==> src/rtl/cyc_timer_pkg.sv <==
package cyc_timer_pkg;

    typedef enum logic [1:0] {
        ST_RUN   = 2'd0,
        ST_HOLD1 = 2'd1,
        ST_HOLD2 = 2'd2
    } hold_state_t;

    // packed: first member is the most significant field
    typedef struct packed {
        logic [2:0] ratio;
        logic       to_wdt;
        logic       fall_edge;
        logic       ext_src;
    } ctl_t;

    localparam int CTL_W = 6;
    localparam logic [CTL_W-1:0] CTL_RESET = 6'h3F;

endpackage

==> src/rtl/tc_cycle_gen.sv <==
module tc_cycle_gen #(
    parameter int DIV = 4
) (
    input  logic clk,
    input  logic rst_n,
    output logic cyc_stb
);
    localparam int PW = (DIV > 2) ? $clog2(DIV) : 1;
    localparam logic [PW-1:0] LAST = PW'(DIV - 1);

    logic [PW-1:0] phase;

    always_ff @(posedge clk or negedge rst_n) begin
        if (!rst_n)             phase <= '0;
        else if (phase == LAST) phase <= '0;
        else                    phase <= phase + 1'b1;
    end

    assign cyc_stb = (phase == LAST);
endmodule

==> src/rtl/tc_edge_sync.sv <==
module tc_edge_sync #(
    parameter int STAGES = 2
) (
    input  logic clk,
    input  logic rst_n,
    input  logic cyc_stb,
    input  logic pin,
    input  logic fall_sel,
    output logic edge_pulse
);
    // sh[STAGES-1:0] synchronizer, sh[STAGES] previous synchronized level
    logic [STAGES:0] sh;

    always_ff @(posedge clk or negedge rst_n) begin
        if (!rst_n)       sh <= '0;
        else if (cyc_stb) sh <= {sh[STAGES-1:0], pin ^ fall_sel};
    end

    assign edge_pulse = cyc_stb & sh[STAGES-1] & ~sh[STAGES];
endmodule

==> src/rtl/tc_prescaler.sv <==
module tc_prescaler #(
    parameter int PSC_W = 8,
    parameter int SEL_W = 3
) (
    input  logic             clk,
    input  logic             rst_n,
    input  logic             clr,
    input  logic             in_pulse,
    input  logic [SEL_W-1:0] ratio,
    output logic             out_pulse
);
    logic [PSC_W-1:0] cnt;
    logic [PSC_W-1:0] mask;

    // ratio k selects a terminal count of 2^(k+1)
    always_comb begin
        for (int i = 0; i < PSC_W; i++) begin
            mask[i] = (i <= int'(ratio));
        end
    end

    always_ff @(posedge clk or negedge rst_n) begin
        if (!rst_n)        cnt <= '0;
        else if (clr)      cnt <= '0;
        else if (in_pulse) cnt <= cnt + 1'b1;
    end

    assign out_pulse = in_pulse & ~clr & ((cnt & mask) == mask);
endmodule

==> src/rtl/tc_count_core.sv <==
module tc_count_core
    import cyc_timer_pkg::*;
#(
    parameter int CNT_W = 8
) (
    input  logic             clk,
    input  logic             rst_n,
    input  logic             cyc_stb,
    input  logic             wr,
    input  logic [CNT_W-1:0] wr_data,
    input  logic             inc,
    input  logic             flag_clr,
    output logic             inhibit,
    output logic [CNT_W-1:0] count,
    output logic             flag
);
    localparam logic [CNT_W-1:0] TOP = '1;

    hold_state_t state, state_nx;
    logic        wrap;

    // state register
    always_ff @(posedge clk or negedge rst_n) begin
        if (!rst_n) state <= ST_RUN;
        else        state <= state_nx;
    end

    // transitions
    always_comb begin
        state_nx = state;
        if (wr) begin
            state_nx = ST_HOLD1;
        end else if (cyc_stb) begin
            unique case (state)
                ST_RUN:   state_nx = ST_RUN;
                ST_HOLD1: state_nx = ST_HOLD2;
                ST_HOLD2: state_nx = ST_RUN;
                default:  state_nx = ST_RUN;
            endcase
        end
    end

    // outputs
    always_comb begin
        unique case (state)
            ST_RUN:   inhibit = 1'b0;
            ST_HOLD1: inhibit = 1'b1;
            ST_HOLD2: inhibit = 1'b1;
            default:  inhibit = 1'b1;
        endcase
    end

    assign wrap = inc & ~wr & (count == TOP);

    always_ff @(posedge clk or negedge rst_n) begin
        if (!rst_n)   count <= '0;
        else if (wr)  count <= wr_data;
        else if (inc) count <= count + 1'b1;
    end

    always_ff @(posedge clk or negedge rst_n) begin
        if (!rst_n)        flag <= 1'b0;
        else if (wrap)     flag <= 1'b1;
        else if (flag_clr) flag <= 1'b0;
    end
endmodule

==> src/rtl/cyc_timer8.sv <==
module cyc_timer8
    import cyc_timer_pkg::*;
#(
    parameter int CNT_W       = 8,
    parameter int PSC_W       = 8,
    parameter int CYC_DIV     = 4,
    parameter int SYNC_STAGES = 2
) (
    input  logic             clk,
    input  logic             rst_n,
    input  logic             ext_pin,
    input  logic             cnt_we,
    input  logic [CNT_W-1:0] cnt_wdata,
    output logic [CNT_W-1:0] cnt_q,
    input  logic             ctl_we,
    input  logic [CTL_W-1:0] ctl_wdata,
    output logic [CTL_W-1:0] ctl_q,
    input  logic             ien_we,
    input  logic             ien_wdata,
    output logic             ien_q,
    input  logic             flag_clr,
    output logic             ovf_flag,
    output logic             irq,
    output logic             wdt_tick
);
    ctl_t ctl;
    logic ien;
    logic cyc_stb, ext_edge, src_pulse, gated_src, inhibit;
    logic psc_in, psc_out, psc_clr, cnt_inc, tick_r;

    always_ff @(posedge clk or negedge rst_n) begin
        if (!rst_n)      ctl <= ctl_t'(CTL_RESET);
        else if (ctl_we) ctl <= ctl_t'(ctl_wdata);
    end

    always_ff @(posedge clk or negedge rst_n) begin
        if (!rst_n)      ien <= 1'b0;
        else if (ien_we) ien <= ien_wdata;
    end

    tc_cycle_gen #(.DIV(CYC_DIV)) u_cyc (
        .clk     (clk),
        .rst_n   (rst_n),
        .cyc_stb (cyc_stb)
    );

    tc_edge_sync #(.STAGES(SYNC_STAGES)) u_sync (
        .clk        (clk),
        .rst_n      (rst_n),
        .cyc_stb    (cyc_stb),
        .pin        (ext_pin),
        .fall_sel   (ctl.fall_edge),
        .edge_pulse (ext_edge)
    );

    assign src_pulse = ctl.ext_src ? ext_edge : cyc_stb;
    assign gated_src = src_pulse & ~inhibit;

    // prescaler steering: watchdog path divides raw strobes
    assign psc_in  = ctl.to_wdt ? cyc_stb : gated_src;
    assign psc_clr = cnt_we & ~ctl.to_wdt;
    assign cnt_inc = ctl.to_wdt ? gated_src : psc_out;

    tc_prescaler #(.PSC_W(PSC_W), .SEL_W(3)) u_psc (
        .clk       (clk),
        .rst_n     (rst_n),
        .clr       (psc_clr),
        .in_pulse  (psc_in),
        .ratio     (ctl.ratio),
        .out_pulse (psc_out)
    );

    tc_count_core #(.CNT_W(CNT_W)) u_core (
        .clk      (clk),
        .rst_n    (rst_n),
        .cyc_stb  (cyc_stb),
        .wr       (cnt_we),
        .wr_data  (cnt_wdata),
        .inc      (cnt_inc),
        .flag_clr (flag_clr),
        .inhibit  (inhibit),
        .count    (cnt_q),
        .flag     (ovf_flag)
    );

    always_ff @(posedge clk or negedge rst_n) begin
        if (!rst_n) tick_r <= 1'b0;
        else        tick_r <= psc_out & ctl.to_wdt;
    end

    assign wdt_tick = tick_r;
    assign ctl_q    = ctl;
    assign ien_q    = ien;
    assign irq      = ovf_flag & ien;
endmodule

==> config.mk <==
export PLATFORM = sky130hd
export DESIGN_NAME = cyc_timer8
export DESIGN_NICKNAME = d
export VERILOG_FILES = /design/src/rtl/cyc_timer_pkg.sv /design/src/rtl/tc_cycle_gen.sv /design/src/rtl/tc_edge_sync.sv /design/src/rtl/tc_prescaler.sv /design/src/rtl/tc_count_core.sv /design/src/rtl/cyc_timer8.sv
export SDC_FILE = /design/constraint.sdc
export NUM_CORES = 1
export LEC_CHECK = 0
export CAP_MARGIN = 20
export CORE_MARGIN = 1.5
export CORE_UTILIZATION = 35
export DETAILED_ROUTE_END_ITERATION = 8
export PLACE_DENSITY_LB_ADDON = 0.05
export SLEW_MARGIN = 0
export SYNTH_ARGS = -nofsm -noshare
export SYNTH_HDL_FRONTEND = slang
export SYNTH_HIERARCHICAL = 1
export SYNTH_SLANG_ARGS = --single-unit
==> constraint.sdc <==
create_clock -name clk -period 3.1 [get_ports clk]
set_input_delay 0.31 -clock clk [delete_from_list [all_inputs] [get_ports clk]]
set_output_delay 0.31 -clock clk [all_outputs]
set_load 0.05 [all_outputs]
==> results.tsv, run 1 <==
stage	metric	value	unit
timing	max_clock_freq	0.367	GHz
grt	globalRouteOverflowTotal	0	
placement	gp_congestion	0.803	
synthesis	synthesis.nets	173	
clocking	clock_buffers_created_by_tritoncts	5	
timing	setup_viol	0	
grt	grt_antenna_before_repair	0	
synthesis	yosys-top-cells-count	26 x sky130_fd_sc_hd__dfrtp_1, 15 x sky130_fd_sc_hd__nand2_1, 15 x sky130_fd_sc_hd__nor2_1	
synthesis	synth_most_common_cell	sky130_fd_sc_hd__dfrtp_1	
placement	dpl-instance-area	2050	sq um
power	power_switching	302	uW
clocking	ctsHtreeMaxLevel	2	
power	pwr_density_cell	481	nW/um^2
synthesis	synthesis.area_per_instance	10.8	sq um
worst_setup_path	cp_slowest_cell	sky130_fd_sc_hd__or4_1	
timing	final_period_utilization	87.9	%
drt	drc_errors	0	
drt	drt_iter0_drc	37	
power	totalPowerFinal	1030	uW
synthesis	yosysWarningCount	6	
worst_setup_path	reg2reg_depth	11	
worst_setup_path	criticalPathCategory	reg2reg	
floorplanning	io_pins	40	
floorplanning	initial_util	36.6	%
power	clkPwrFrac	32.2	%
timing	post-route-min-period	2720	ps
drt	routed-via-count	1224	
synthesis	synth-main-ff-cell	sky130_fd_sc_hd__dfrtp_1	
timing	report.final.hold_viol_count	0	
power	share_seq_of_total_power	47.7	%
worst_setup_path	cp_data_required_time	3310	ps
hold_path	timing.hold.worst.class	in2async	
worst_setup_path	start_kind	register	
synthesis	ys_types	40	
worst_setup_path	setup.worst_path.end_class	register	
floorplanning	fp.dieW	70.7	um
worst_setup_path	critical_path.most_common_cell	sky130_fd_sc_hd__nand2_1	
clocking	cts.sinks	32	
placement	place.detailed.hpwl	2470	um
drt	wire_per_inst	14.0	um
job	maxCapViolations	0	
power	cellInternalPower	728	uW
synthesis	synth_sequential_area_ratio	50.4	%
synthesis	yosys.area.top_type_share	40.5	%
floorplanning	coreArea	4380	sq um
worst_setup_path	critPathArrivalTime	2940	ps
power	logic_gate_share_of_total_power	20.2	%
synthesis	synth.cell_area	1610	sq um
placement	numPortBuffers	39	
drt	vias_per_cell	4.98	
timing	setup_total_negative_slack	0	ps
drt	postRouteAntennaNets	0	
grt	grt_max_degree	33	
timing	grt_setup_unrepaired	no	
grt	vias_in_the_first_global_route	1324	
worst_setup_path	critical_path.max_fanout	4	
clocking	cts_resized	0	
synthesis	synth_largest_area_cell	sky130_fd_sc_hd__dfrtp_1	
timing	fin_worst_hold_slack	426	ps
run_status	run_status	completed	
clocking	cts.reportedPaths.clkPinSlew	70	ps
power	switching_share	29.3	%
floorplanning	std_cell_rows	24	
clocking	clk_path_buf_depth	2	
layout	num_antenna_cells	0	
layout	post_route_cells_drive_above_1_share	16.0	%
layout	areaGrowthSynthToFinish	33.2	%
clocking	total_setup_buffers_inserted_after_cts	0	
synthesis	synth_edf_count	0	
drt	route.final.wire_length	3450	um
timing	maxSlewViolCount	0	
worst_setup_path	r2r-end	u_core/count[6]	
worst_setup_path	reg2reg_slack	380	ps
clocking	postCtsHoldBufs	0	
worst_setup_path	critical_path_buf_inv_count	1	
synthesis	post_synth_inst_count	148	
power	worst_ir_drop_vdd	0.000292	V
floorplanning	floorplan.die.height	70.7	um
worst_setup_path	crit_family	simple AND/OR/NAND/NOR gates	
clocking	clock-root-buffer	sky130_fd_sc_hd__clkbuf_8	
synthesis	ys_top_cells_by_area	sky130_fd_sc_hd__dfrtp_1 41%, sky130_fd_sc_hd__dfstp_2 9.8%, sky130_fd_sc_hd__mux2_4 6.5%	
timing	slew_headroom	66.2	%
synthesis	async_reset_ff_share	100	%
clocking	cts_tree	built	
power	leakage	0.000899	uW
worst_setup_path	regToRegStartpoint	u_core/state[0]	
timing	clock-skew-final	8.29	ps
timing	timing_worst_slew_pin_value	506	ps
worst_setup_path	critical-path-max-stage-delay	480	ps
clocking	insertion_delay	280	ps
synthesis	yosys_register_bits	32	
layout	finish.instance_area	2140	sq um
grt	track_usage	15.5	%
worst_setup_path	path_cells	or2_2, nor2_1, a32o_1, nand2_1, a311o_1, a221oi_2, inv_1, o22ai_1, nand2_1, or4_1, nand3_1	
grt	grt_pass1_wl	6260	um
floorplanning	fp.dieArea	5000	sq um
layout	net_total_in_the_final_layout	218	
drt	drt_pass1_iterations	4	
==> worst register-to-register path: cells and delay by family (launching register included) <==
| family | cells | cell delay, ps |
|---|---|---|
| simple gates | 6 | 1210 |
| flops | 1 | 400 |
| compound gates | 4 | 990 |
| buf+inv | 1 | 70 |
==> cells in the final DEF (no fill, tap or decap), types with 2 or more instances in the layout <==
cell,count
sky130_fd_sc_hd__nand3_1,5
sky130_fd_sc_hd__dfrtp_1,26
sky130_fd_sc_hd__dfstp_2,6
sky130_fd_sc_hd__mux2i_1,3
sky130_fd_sc_hd__clkdlybuf4s50_1,39
sky130_fd_sc_hd__or4_1,3
sky130_fd_sc_hd__xor2_1,9
sky130_fd_sc_hd__o21ai_1,3
sky130_fd_sc_hd__o21ai_0,9
sky130_fd_sc_hd__inv_1,5
sky130_fd_sc_hd__xnor2_1,3
sky130_fd_sc_hd__nor2b_1,3
sky130_fd_sc_hd__mux2_4,7
sky130_fd_sc_hd__nand2_1,15
sky130_fd_sc_hd__ha_1,3
sky130_fd_sc_hd__nor2_1,15
sky130_fd_sc_hd__clkbuf_1,2
sky130_fd_sc_hd__nand4_1,6
sky130_fd_sc_hd__buf_4,5
sky130_fd_sc_hd__clkbuf_8,6
sky130_fd_sc_hd__a21oi_1,2
==> state kept, by name, indices dropped and copies added (netlist names) <==
signal        count
ctl_q             6
u_core/count      8
u_sync/sh         3
wdt_tick          1
u_cyc/phase       2
u_core/flag       1
ien_q             1
u_psc/cnt         8
u_core/state      2
==> cell type report <==
type / count / area (sq um)
sequential: 32 / 808
inverter: 5 / 18.8
tap: 52 / 65.1
multi-input combinational: 105 / 728
timing repair buffer: 44 / 428
clock buffer: 8 / 90.1
fill: 431 / 2250
==> routing by layer <==
metal | vias to the layer above | track usage [%] | routed length [um]
li1 | 604 | - | -
met1 | 594 | 20.2 | 1620
met2 | 24 | 25.2 | 1660
met3 | 2 | 4.70 | 138
met4 | 0 | 4.40 | 19
met5 | - | 0 | 0
==> through the flow <==
| stage | instances | setup slack (ps) | util (%) |
|---|---|---|---|
| 4_1_cts | 246 | 378 | 48.8 |
| 2_1_floorplan | 148 | 366 | - |
| 3_5_place_dp | 238 | 405 | 46.7 |
| 5_1_grt | 246 | 124 | 48.8 |
| 3_3_place_gp | 238 | 461 | 46.7 |
| 6_report | 246 | 375 | 48.8 |
==> cells by family after synthesis <==
family,Yosys count,synth area share (%)
mux,11,9.12
fa+ha+maj,3,2.34
xor+xnor,12,6.55
buf+inv,11,4.29
flops,32,50.4
simple gates,57,18.5
compound gates,22,8.89
==> power groups by stage <==
stage          Combinational [uW]  Sequential [uW]  Clock, uW
3_5_place_dp                  210              499          0
3_3_place_gp                  207              498          0
5_1_grt                       224              498        362
4_1_cts                       211              491        344
2_1_floorplan                61.0              557          0
6_report                      208              491        331
==> worst max path at each step <==
stage | cells after the start | from | slack (ps) | end
6_report | 11 | u_core/state[0] | 380 | u_core/count[6]
5_1_grt | 11 | u_core/state[0] | 120 | u_core/count[6]
4_1_cts | 11 | u_core/state[0] | 380 | u_core/count[6]
3_5_place_dp | 11 | u_core/state[0] | 410 | u_core/count[6]
3_3_place_gp | 11 | u_core/state[0] | 460 | u_core/count[6]
2_1_floorplan | 14 | u_cyc/phase[0] | 370 | u_core/count[6]
No activity file was read; power rests on OpenSTA's default activity.
==> inputs of run 2 (changes only) <==
Settings changed: GPL_ROUTABILITY_DRIVEN from default to 0, HOLD_SLACK_MARGIN from default to 0.08, SKIP_CTS_REPAIR_TIMING from default to 1.
==> results of run 2 <==
The final DEF is identical to that of run 1; final timing and power are the same.
